$ cat config.mk
export PLATFORM = sky130hd
export DESIGN_NAME = shared_ram_slot_arbiter
export DESIGN_NICKNAME = d
export VERILOG_FILES = /design/src/rtl/ram_arb_pkg.sv /design/src/rtl/ram_slot_timer.sv /design/src/rtl/ram_slot_mux.sv /design/src/rtl/ram_lane_return.sv /design/src/rtl/shared_ram_slot_arbiter.sv
export SDC_FILE = /design/constraint.sdc
export NUM_CORES = 1
export LEC_CHECK = 0
export BUFFER_PORTS_ARGS = -buffer_cell sky130_fd_sc_hd__buf_2
export CAP_MARGIN = 0
export CORE_AREA = 2 2 149 151
export CTS_CLUSTER_DIAMETER = 50
export DETAILED_ROUTE_END_ITERATION = 10
export DIE_AREA = 0 0 151 153
export PLACE_DENSITY = 0.82
export SETUP_SLACK_MARGIN = 0.2
export SLEW_MARGIN = 20
export SYNTH_ARGS = -nofsm -noshare
export SYNTH_HDL_FRONTEND = slang
export SYNTH_SLANG_ARGS = --single-unit
$ cat constraint.sdc
create_clock -name clk_i -period 4.1 [get_ports clk_i]
set_clock_uncertainty 0.1 [all_clocks]
set_input_delay 0.205 -clock clk_i [delete_from_list [all_inputs] [get_ports clk_i]]
set_output_delay 0.205 -clock clk_i [all_outputs]
set_load 0.02 [all_outputs]
$ cat src/rtl/ram_arb_pkg.sv
package ram_arb_pkg;
  localparam int unsigned NUM_SLOTS = 4;
  localparam int unsigned SLOT_W    = $clog2(NUM_SLOTS);

  // slot index doubles as lane index
  typedef enum logic [SLOT_W-1:0] {
    SLOT_CPU_A = 2'd0,
    SLOT_ENG   = 2'd1,
    SLOT_CPU_B = 2'd2,
    SLOT_SPI   = 2'd3
  } slot_e;
endpackage

$ cat src/rtl/ram_slot_timer.sv
module ram_slot_timer
  import ram_arb_pkg::*;
(
  input  logic  clk_i,
  input  logic  rst_ni,
  output slot_e slot_o,
  output logic  last_o,
  output logic  base_clk_o
);
  logic [SLOT_W-1:0] cnt_q;

  always_ff @(posedge clk_i or negedge rst_ni) begin
    if (!rst_ni) cnt_q <= '0;
    else         cnt_q <= cnt_q + 1'b1;
  end

  assign slot_o     = slot_e'(cnt_q);
  assign last_o     = (cnt_q == SLOT_W'(NUM_SLOTS - 1));
  // high in the first half of the period, rising edge aligned to slot 0
  assign base_clk_o = ~cnt_q[SLOT_W-1];
endmodule

$ cat src/rtl/ram_slot_mux.sv
module ram_slot_mux
  import ram_arb_pkg::*;
#(
  parameter int unsigned ADDR_W = 9,
  parameter int unsigned DATA_W = 32,
  parameter int unsigned N      = NUM_SLOTS
) (
  input  slot_e                      slot_i,
  input  logic [N-1:0]               req_i,
  input  logic [N-1:0]               we_i,
  input  logic [N-1:0][ADDR_W-1:0]   addr_i,
  input  logic [N-1:0][DATA_W-1:0]   wdata_i,
  output logic [N-1:0]               grant_o,
  output logic                       en_o,
  output logic                       we_o,
  output logic [ADDR_W-1:0]          addr_o,
  output logic [DATA_W-1:0]          wdata_o
);
  always_comb begin
    grant_o = '0;
    for (int i = 0; i < N; i++) begin
      if (SLOT_W'(i) == slot_i) grant_o[i] = req_i[i];
    end
  end

  // one-hot AND-OR steering; an empty slot leaves every output at zero
  always_comb begin
    we_o    = 1'b0;
    addr_o  = '0;
    wdata_o = '0;
    for (int i = 0; i < N; i++) begin
      if (grant_o[i]) begin
        we_o    = we_o | we_i[i];
        addr_o  = addr_o | addr_i[i];
        wdata_o = wdata_o | (we_i[i] ? wdata_i[i] : '0);
      end
    end
  end

  assign en_o = |grant_o;
endmodule

$ cat src/rtl/ram_lane_return.sv
module ram_lane_return #(
  parameter int unsigned DATA_W = 32,
  parameter bit          DIRECT = 1'b0
) (
  input  logic              clk_i,
  input  logic              rst_ni,
  input  logic              own_slot_i,
  input  logic              grant_i,
  input  logic              we_i,
  input  logic              last_i,
  input  logic [DATA_W-1:0] ram_rdata_i,
  output logic              ack_o,
  output logic [DATA_W-1:0] rdata_o
);
  logic              ack_q;
  logic [DATA_W-1:0] rdata_q;
  logic              rd_hit;

  assign rd_hit = grant_i & ~we_i;

  if (DIRECT) begin : g_direct
    // owner of the final slot: capture and publish on the same edge
    logic unused_own;
    assign unused_own = own_slot_i;

    always_ff @(posedge clk_i or negedge rst_ni) begin
      if (!rst_ni) begin
        ack_q   <= 1'b0;
        rdata_q <= '0;
      end else if (last_i) begin
        ack_q <= grant_i;
        if (rd_hit) rdata_q <= ram_rdata_i;
      end
    end
  end else begin : g_staged
    logic              stg_vld_q;
    logic              stg_rd_q;
    logic [DATA_W-1:0] stg_data_q;

    always_ff @(posedge clk_i or negedge rst_ni) begin
      if (!rst_ni) begin
        stg_vld_q  <= 1'b0;
        stg_rd_q   <= 1'b0;
        stg_data_q <= '0;
      end else if (own_slot_i) begin
        stg_vld_q <= grant_i;
        stg_rd_q  <= rd_hit;
        if (rd_hit) stg_data_q <= ram_rdata_i;
      end
    end

    always_ff @(posedge clk_i or negedge rst_ni) begin
      if (!rst_ni) begin
        ack_q   <= 1'b0;
        rdata_q <= '0;
      end else if (last_i) begin
        ack_q <= stg_vld_q;
        if (stg_rd_q) rdata_q <= stg_data_q;
      end
    end
  end

  assign ack_o   = ack_q;
  assign rdata_o = rdata_q;
endmodule

$ cat src/rtl/shared_ram_slot_arbiter.sv
module shared_ram_slot_arbiter
  import ram_arb_pkg::*;
#(
  parameter  int unsigned DEPTH  = 512,
  parameter  int unsigned DATA_W = 32,
  localparam int unsigned ADDR_W = $clog2(DEPTH)
) (
  input  logic              clk_i,
  input  logic              rst_ni,
  output logic              base_clk_o,
  input  logic              cpu0_req_i,
  input  logic              cpu0_we_i,
  input  logic [ADDR_W-1:0] cpu0_addr_i,
  input  logic [DATA_W-1:0] cpu0_wdata_i,
  output logic [DATA_W-1:0] cpu0_rdata_o,
  output logic              cpu0_ack_o,
  input  logic              cpu1_req_i,
  input  logic              cpu1_we_i,
  input  logic [ADDR_W-1:0] cpu1_addr_i,
  input  logic [DATA_W-1:0] cpu1_wdata_i,
  output logic [DATA_W-1:0] cpu1_rdata_o,
  output logic              cpu1_ack_o,
  input  logic              ce_req_i,
  input  logic              ce_we_i,
  input  logic [ADDR_W-1:0] ce_addr_i,
  input  logic [DATA_W-1:0] ce_wdata_i,
  output logic [DATA_W-1:0] ce_rdata_o,
  output logic              ce_ack_o,
  input  logic              spi_req_i,
  input  logic              spi_we_i,
  input  logic [ADDR_W-1:0] spi_addr_i,
  input  logic [DATA_W-1:0] spi_wdata_i,
  output logic [DATA_W-1:0] spi_rdata_o,
  output logic              spi_ack_o,
  output logic              ram_en_o,
  output logic              ram_we_o,
  output logic [ADDR_W-1:0] ram_addr_o,
  output logic [DATA_W-1:0] ram_wdata_o,
  input  logic [DATA_W-1:0] ram_rdata_i
);
  localparam int unsigned N = NUM_SLOTS;

  slot_e                     slot;
  logic                      last;
  logic [N-1:0]              req_v, we_v, grant_v, ack_v;
  logic [N-1:0][ADDR_W-1:0]  addr_v;
  logic [N-1:0][DATA_W-1:0]  wdata_v, rdata_v;

  // lane index equals slot index
  assign req_v[SLOT_CPU_A]   = cpu0_req_i;
  assign we_v[SLOT_CPU_A]    = cpu0_we_i;
  assign addr_v[SLOT_CPU_A]  = cpu0_addr_i;
  assign wdata_v[SLOT_CPU_A] = cpu0_wdata_i;
  assign req_v[SLOT_ENG]     = ce_req_i;
  assign we_v[SLOT_ENG]      = ce_we_i;
  assign addr_v[SLOT_ENG]    = ce_addr_i;
  assign wdata_v[SLOT_ENG]   = ce_wdata_i;
  assign req_v[SLOT_CPU_B]   = cpu1_req_i;
  assign we_v[SLOT_CPU_B]    = cpu1_we_i;
  assign addr_v[SLOT_CPU_B]  = cpu1_addr_i;
  assign wdata_v[SLOT_CPU_B] = cpu1_wdata_i;
  assign req_v[SLOT_SPI]     = spi_req_i;
  assign we_v[SLOT_SPI]      = spi_we_i;
  assign addr_v[SLOT_SPI]    = spi_addr_i;
  assign wdata_v[SLOT_SPI]   = spi_wdata_i;

  ram_slot_timer u_timer (
    .clk_i      (clk_i),
    .rst_ni     (rst_ni),
    .slot_o     (slot),
    .last_o     (last),
    .base_clk_o (base_clk_o)
  );

  ram_slot_mux #(
    .ADDR_W (ADDR_W),
    .DATA_W (DATA_W),
    .N      (N)
  ) u_mux (
    .slot_i  (slot),
    .req_i   (req_v),
    .we_i    (we_v),
    .addr_i  (addr_v),
    .wdata_i (wdata_v),
    .grant_o (grant_v),
    .en_o    (ram_en_o),
    .we_o    (ram_we_o),
    .addr_o  (ram_addr_o),
    .wdata_o (ram_wdata_o)
  );

  for (genvar i = 0; i < N; i++) begin : g_lane
    ram_lane_return #(
      .DATA_W (DATA_W),
      .DIRECT (i == N - 1)
    ) u_ret (
      .clk_i       (clk_i),
      .rst_ni      (rst_ni),
      .own_slot_i  (slot == slot_e'(i)),
      .grant_i     (grant_v[i]),
      .we_i        (we_v[i]),
      .last_i      (last),
      .ram_rdata_i (ram_rdata_i),
      .ack_o       (ack_v[i]),
      .rdata_o     (rdata_v[i])
    );
  end

  assign cpu0_ack_o   = ack_v[SLOT_CPU_A];
  assign cpu0_rdata_o = rdata_v[SLOT_CPU_A];
  assign ce_ack_o     = ack_v[SLOT_ENG];
  assign ce_rdata_o   = rdata_v[SLOT_ENG];
  assign cpu1_ack_o   = ack_v[SLOT_CPU_B];
  assign cpu1_rdata_o = rdata_v[SLOT_CPU_B];
  assign spi_ack_o    = ack_v[SLOT_SPI];
  assign spi_rdata_o  = rdata_v[SLOT_SPI];
endmodule

### Word level (Yosys, flattened, before mapping)

Index checks and enable logic that the tools add are counted.

* add/sub/neg operators: 1
* equal/unequal tests: 6
* multiplexer cells: 20
* bitwise operators: 18
* reduce and logical (&&, ||, !) cells: 9

Operators with widths (count)
* 2-to-1 mux 32 bit: 8
* bitwise OR 32 bit: 3
* 2-to-1 mux 9 bit: 4
* bitwise OR 9 bit: 3
* AND reduction 2 bit: 7
* 2-to-1 mux 1 bit: 8
* inverter 1 bit: 5
* AND 1 bit: 4
* equality test 2 bit, first input constant: 2
* equality test 2 bit, second input constant: 2
* OR reduction 4 bit: 1
* bitwise OR 1 bit: 3
* adder 2 x 1 -> 2 bit, second input constant: 1
* equality test 1 x 2 -> 1 bit, first input constant: 1
* equality test 2 x 1 -> 1 bit, second input constant: 1
* logical NOT 2 bit: 1

* register bits: 236
* bits of input ports: 206
* output and inout bits: 176
* word-level logic and storage cells: 72

### Longest topological paths before layout

* depth in word-level cells: 9
* mapped depth: 6
* gate-level depth less buffers: 4

### Hierarchy

From an unflattened synthesis, not the netlist that was laid out.

* cells, all modules: 664
* area total of the unflattened synthesis: 10273.6 µm²

By module, submodules not included
* ram_lane_return at g_lane[0].u_ret ...: instances 3, cells an instance 143, area each 2610.0 µm², sequential area each 1676.6 µm²
* ram_lane_return at g_lane[3].u_ret: instances 1, cells an instance 70, area each 1363.8 µm², sequential area each 825.8 µm²
* ram_slot_mux: instances 1, cells an instance 156, area each 983.4 µm², sequential area each 0.0 µm²
* ram_slot_timer: instances 1, cells an instance 5, area each 70.1 µm², sequential area each 50.0 µm²
* shared_ram_slot_arbiter: instances 1, cells an instance 4, area each 26.3 µm², sequential area each 0.0 µm²

### Worst setup path before layout

No wires, ideal clock.

* path kind: register to output
* start: reg u_timer.cnt_q[1] (netlist: u_timer.slot_o[1])
* end: out ram_wdata_o[10]
* arrival: 1529 ps
* required time: 3795 ps
* setup slack: 2266 ps
* cell stages (with the launch flop): 7
* path buffers: 2
* cells stage by stage: dfrtp_1 inv_1 ha_1 buf_2 clkbuf_1 nand4_1 nand4_1

* cells in the longest elaborated chain, start to end: 9
* elaborated cells on any way between the ends: 15
* those cells by class: 3 x eq/ne; 8 x mux; 3 x bitwise; 1 x reduce/logical

Ends and longest elaborated chain
* start, declared: line ram_slot_timer.sv:10 `logic [SLOT_W-1:0] cnt_q;`
* start signal, assigned: line ram_slot_timer.sv:14 `else cnt_q <= cnt_q + 1'b1;`
* logical NOT 2 bit: line ram_slot_mux.sv:22 `if (SLOT_W'(i) == slot_i) grant_o[i] = req_i[i];`
* 2-to-1 mux 1 bit: line ram_slot_mux.sv:22
* 2-to-1 mux 32 bit: line ram_slot_mux.sv:32 `if (grant_o[i]) begin`
* bitwise OR 32 bit: line ram_slot_mux.sv:35 `wdata_o = wdata_o | (we_i[i] ? wdata_i[i] : '0);`
* 2-to-1 mux 32 bit: line ram_slot_mux.sv:32
* bitwise OR 32 bit: line ram_slot_mux.sv:35
* 2-to-1 mux 32 bit: line ram_slot_mux.sv:32
* bitwise OR 32 bit: line ram_slot_mux.sv:35
* 2-to-1 mux 32 bit (*): line ram_slot_mux.sv:32
* end, declared: line shared_ram_slot_arbiter.sv:38 `output logic [DATA_W-1:0] ram_wdata_o,`

Every way passes the cells marked *; elsewhere a longest branch is shown, timed or not.

### Worst setup path in the final report

* start: reg u_timer.cnt_q[1] (netlist: u_timer.slot_o[1])
* end: out ram_wdata_o[31]

The elaborated chain is that of the path after synthesis.

==> summary.md <==
| Metric | Value |
|---|---|
| Synth Register Bits | between 200 and 250 |
| Cell Area, Synth | about 0.011 mm² |
| Reg-to-reg slack, setup | about 1.6 ns |
| Inserted Clock Buffers | 26 |
| IO Port Bufs | approximately 380 |
| Vias in the first global route | 8,830 |
| Slew @ Worst Pin | roughly 1.0 ns |
| Period utilization | between 70 and 80% |
| Leak Pwr | 6.90 nW |
| Run status | completed |
| Setup TNS | 0 ns |
| Post-route antenna net violation count | 0 |
| Final Setup Violations | 0 |
| Pwr/cell area | 487 mW/mm² |
| Final slew viol count | 0 |
| VDD IR max | 0.000270 V |
| Crit. End Element | output port |
| Mean Syn Cell Area | 13.7 µm² |
| Placer Congestion | 0.967 |
| Clk slew on worst S/H paths | approximately 0.050 ns |
| Crit path DAT | between 2 and 3 ns |
| CP max stage delay | between 0.6 and 0.7 ns |
| Finished Layout Cells | roughly 1,500 |
| Initial Util | ~50% |
| Slew HR | 30.4% |
| Die width | approximately 150 µm |
| Fill cell count | between 1,500 and 2,000 |
| CTS H-tree depth | 1 |
| First-pass GRT wire length | approximately 50,000 µm |
| Fraction of layout cells with a size suffix above 1 | a little under three fifths |
| Yosys warns | 0 |
| Final Hold Viols | 0 |
| Synth Instances | slightly below 800 |
| Critical Path Most Common Cell | nand4_1 |
| RSZ-0062 raised after global routing | no |
| Largest net degree at the start of global routing | 124 |
| Clk_lat worst skew | roughly 0.53 ns |
| Max stage delay cell, worst path | ha_2 |
| DRT Pass-1 Iters | 7 |
| Core ar. | between 0.02 and 0.025 mm² |
| Peak Freq | approximately 340 MHz |
| GR Util All Layers | 28.2% |
| Root buffer cell | clkbuf_16 |
| Worst setup SP type | register |
| DR iter-0 viols | around 810 |
| Req. time, crit path | 3.80 ns |
| FF-to-FF path depth | 4 |
| Post-route minimum period | just under 3 ns |
| RR Startpoint | u_timer.slot_o[1]$_DFF_PN0_ |
| DRT Wirelength | between 30,000 and 40,000 µm |
| Worst-path cell chain | inv_1 -> ha_2 -> buf_4 -> nand4_1 -> nand4_1 -> buf_2 |
| Num ports | 382 |
| Worst r2r dst | g_lane[1].u_ret.g_staged.stg_data_q[19]$_DFFE_PN0P_ |
| Grt ovf | 0 |
| Register area share after synthesis | between 50 and 60% |
| Synth Net Count | between 900 and 1,000 |
| Nets | 1,365 |
| Number of max-cap violations | 0 |
| Drt wl/cell | 22.9 µm |
| CTS tree | done |
| P&R area growth vs syn | 29.5% |
| Drt via density | slightly below 6 |
| Detailed Place HPWL | between 20,000 and 25,000 µm |
| CP max FO | 34 |
| Kind of critical path | reg2out |
| Placed Cells | 1,374 |
| Post-route DRC | 0 |
| CTS max path bufs | 3 |
| Initial antenna violation count | 12 |
| Die Height | roughly 150 µm |
| Hold Path Class | in2async |
| Clock sink count | approximately 240 |
| # resized after CTS | 0 |
| Netlist cell types | 16 |
| Vias | 8,643 |
| Full die area | about 0.023 mm² |
| Core Rows | 54 |
[report_power, final]
group | internal (W) | total (W) | switching [W] | leakage [nW]
Combinational | 0.000655 | 0.00146 | 0.000804 | 3.68
Clock | 0.00138 | 0.00232 | 0.000935 | 0.427
Sequential | 0.00274 | 0.00297 | 0.000229 | 2.80
Total | 0.00478 | 0.00675 | 0.00197 | 6.90
[sequential cells by signal, summed over array words and instances, names as in the netlist]
| signal | cells |
|---|---|
| u_timer.slot_o | 2 |
| g_lane.u_ret.rdata_o | 128 |
| g_lane.u_ret.g_staged.stg_vld_q | 3 |
| g_lane.u_ret.ack_o | 4 |
| g_lane.u_ret.g_staged.stg_rd_q | 3 |
| g_lane.u_ret.g_staged.stg_data_q | 96 |
[metrics by stage]
stage / worst slack, ns / hold slack, ns / util, % / power, W / area, µm²
4_1_cts: 1.16 / 0.239 / 64.4 / 0.00678 / 13800
6_report: 1.14 / 0.252 / 64.5 / 0.00675 / 13900
2_1_floorplan: 2.27 / -0.191 / - / 0.00379 / 10700
3_5_place_dp: 1.56 / 0.269 / 58.8 / 0.00441 / 12600
5_1_grt: 0.985 / 0.276 / 64.5 / 0.00701 / 13900
3_3_place_gp: 1.60 / 0.261 / 58.8 / 0.00435 / 12600
[cells in the final DEF, fill, tap and decap left out]
master	Yosys	routed
buf_2	24	380
dfrtp_1	236	236
nand4_1	171	171
mux2_2	132	132
mux2_4	88	88
nand3_1	40	40
dlygate4sd3_1	0	33
clkbuf_16	0	26
diode_2	0	10
inv_1	9	9
o21ai_0	7	7
mux2_1	7	7
buf_4	1	7
clkbuf_8	0	5
nand2_1	7	4
nand3b_4	4	4
nand2_2	0	3
ha_2	0	3
clkinv_2	0	3
clkinv_8	0	2
bufinv_16	0	2
clkbuf_1	28	2
ha_1	4	1
clkinv_4	0	1
inv_8	0	1
inv_6	0	1
buf_8	0	1
buf_12	0	1
[cell usage after synthesis, drive strengths merged]
master    n  area share (%)
nand2     7            0.25
buf      50             2.9
o21ai     7            0.33
nand4   171              10
dfrtp   236              55
nand3    40             1.9
nand3b    4            0.75
clkbuf   28            0.98
ha        4            0.47
mux2    227              27
inv       9            0.32
[worst max path at each step]
| stage | startpoint | endpoint | slack (ns) |
|---|---|---|---|
| 6_report | u_timer.slot_o[1]$_DFF_PN0_ | ram_wdata_o[31] | 1.14 |
| 4_1_cts | u_timer.slot_o[1]$_DFF_PN0_ | ram_wdata_o[31] | 1.16 |
| 3_5_place_dp | u_timer.slot_o[1]$_DFF_PN0_ | g_lane[1].u_ret.g_staged.stg_data_q[30]$_DFFE_PN0P_ | 1.56 |
| 2_1_floorplan | u_timer.slot_o[1]$_DFF_PN0_ | ram_wdata_o[10] | 2.27 |
| 5_1_grt | u_timer.slot_o[1]$_DFF_PN0_ | ram_wdata_o[30] | 0.99 |
| 3_3_place_gp | u_timer.slot_o[1]$_DFF_PN0_ | g_lane[1].u_ret.g_staged.stg_data_q[21]$_DFFE_PN0P_ | 1.60 |
[cells by family after synthesis]
| group | synth area share, % |
|---|---|
| buffers and inverters | 4.21 |
| and+or+nand+nor | 12.9 |
| adders and majority gates | 0.468 |
| DFF | 55.2 |
| muxes | 27.0 |
| AOI/OAI and AO/OA | 0.327 |
[per-layer routing]
layer  vias to the layer above  GRT usage, %  wire [µm]
met4                         4          13.1       1680
met2                       542          47.9      16600
met5                         -             0         23
li1                       3701             -          -
met1                      4253          35.0      12600
met3                       143          4.69       2590
[repair_timing]
action / in CTS / in global routing
hold endpoints to repair: 249 / 0
hold buffers: 33 / 0
buffers inserted: 0 / 0
[cell type report]
cell class                      instances  area (µm²)  share of cell area, %
Sequential cell                       236        5910                   42.6
Antenna cell                           10        25.0                  0.181
Clock buffer                           33         727                   5.24
Clock inverter                         10         136                  0.984
Inverter                                9        33.8                  0.244
Timing Repair Buffer                  422        2320                   16.7
Multi-Input combinational cell        460        4360                   31.5
Tap cell                              280         350                   2.53
[critical path: cells and delay by family (launching register included)]
| kind | cells | cell delay [ns] |
|---|---|---|
| adder cells (fa/ha/maj) | 1 | 0.67 |
| buffers and inverters | 3 | 0.66 |
| flip-flops | 1 | 0.40 |
| AND/OR/NAND/NOR | 2 | 0.38 |
Note: power is estimated with default switching activity, not from simulation.
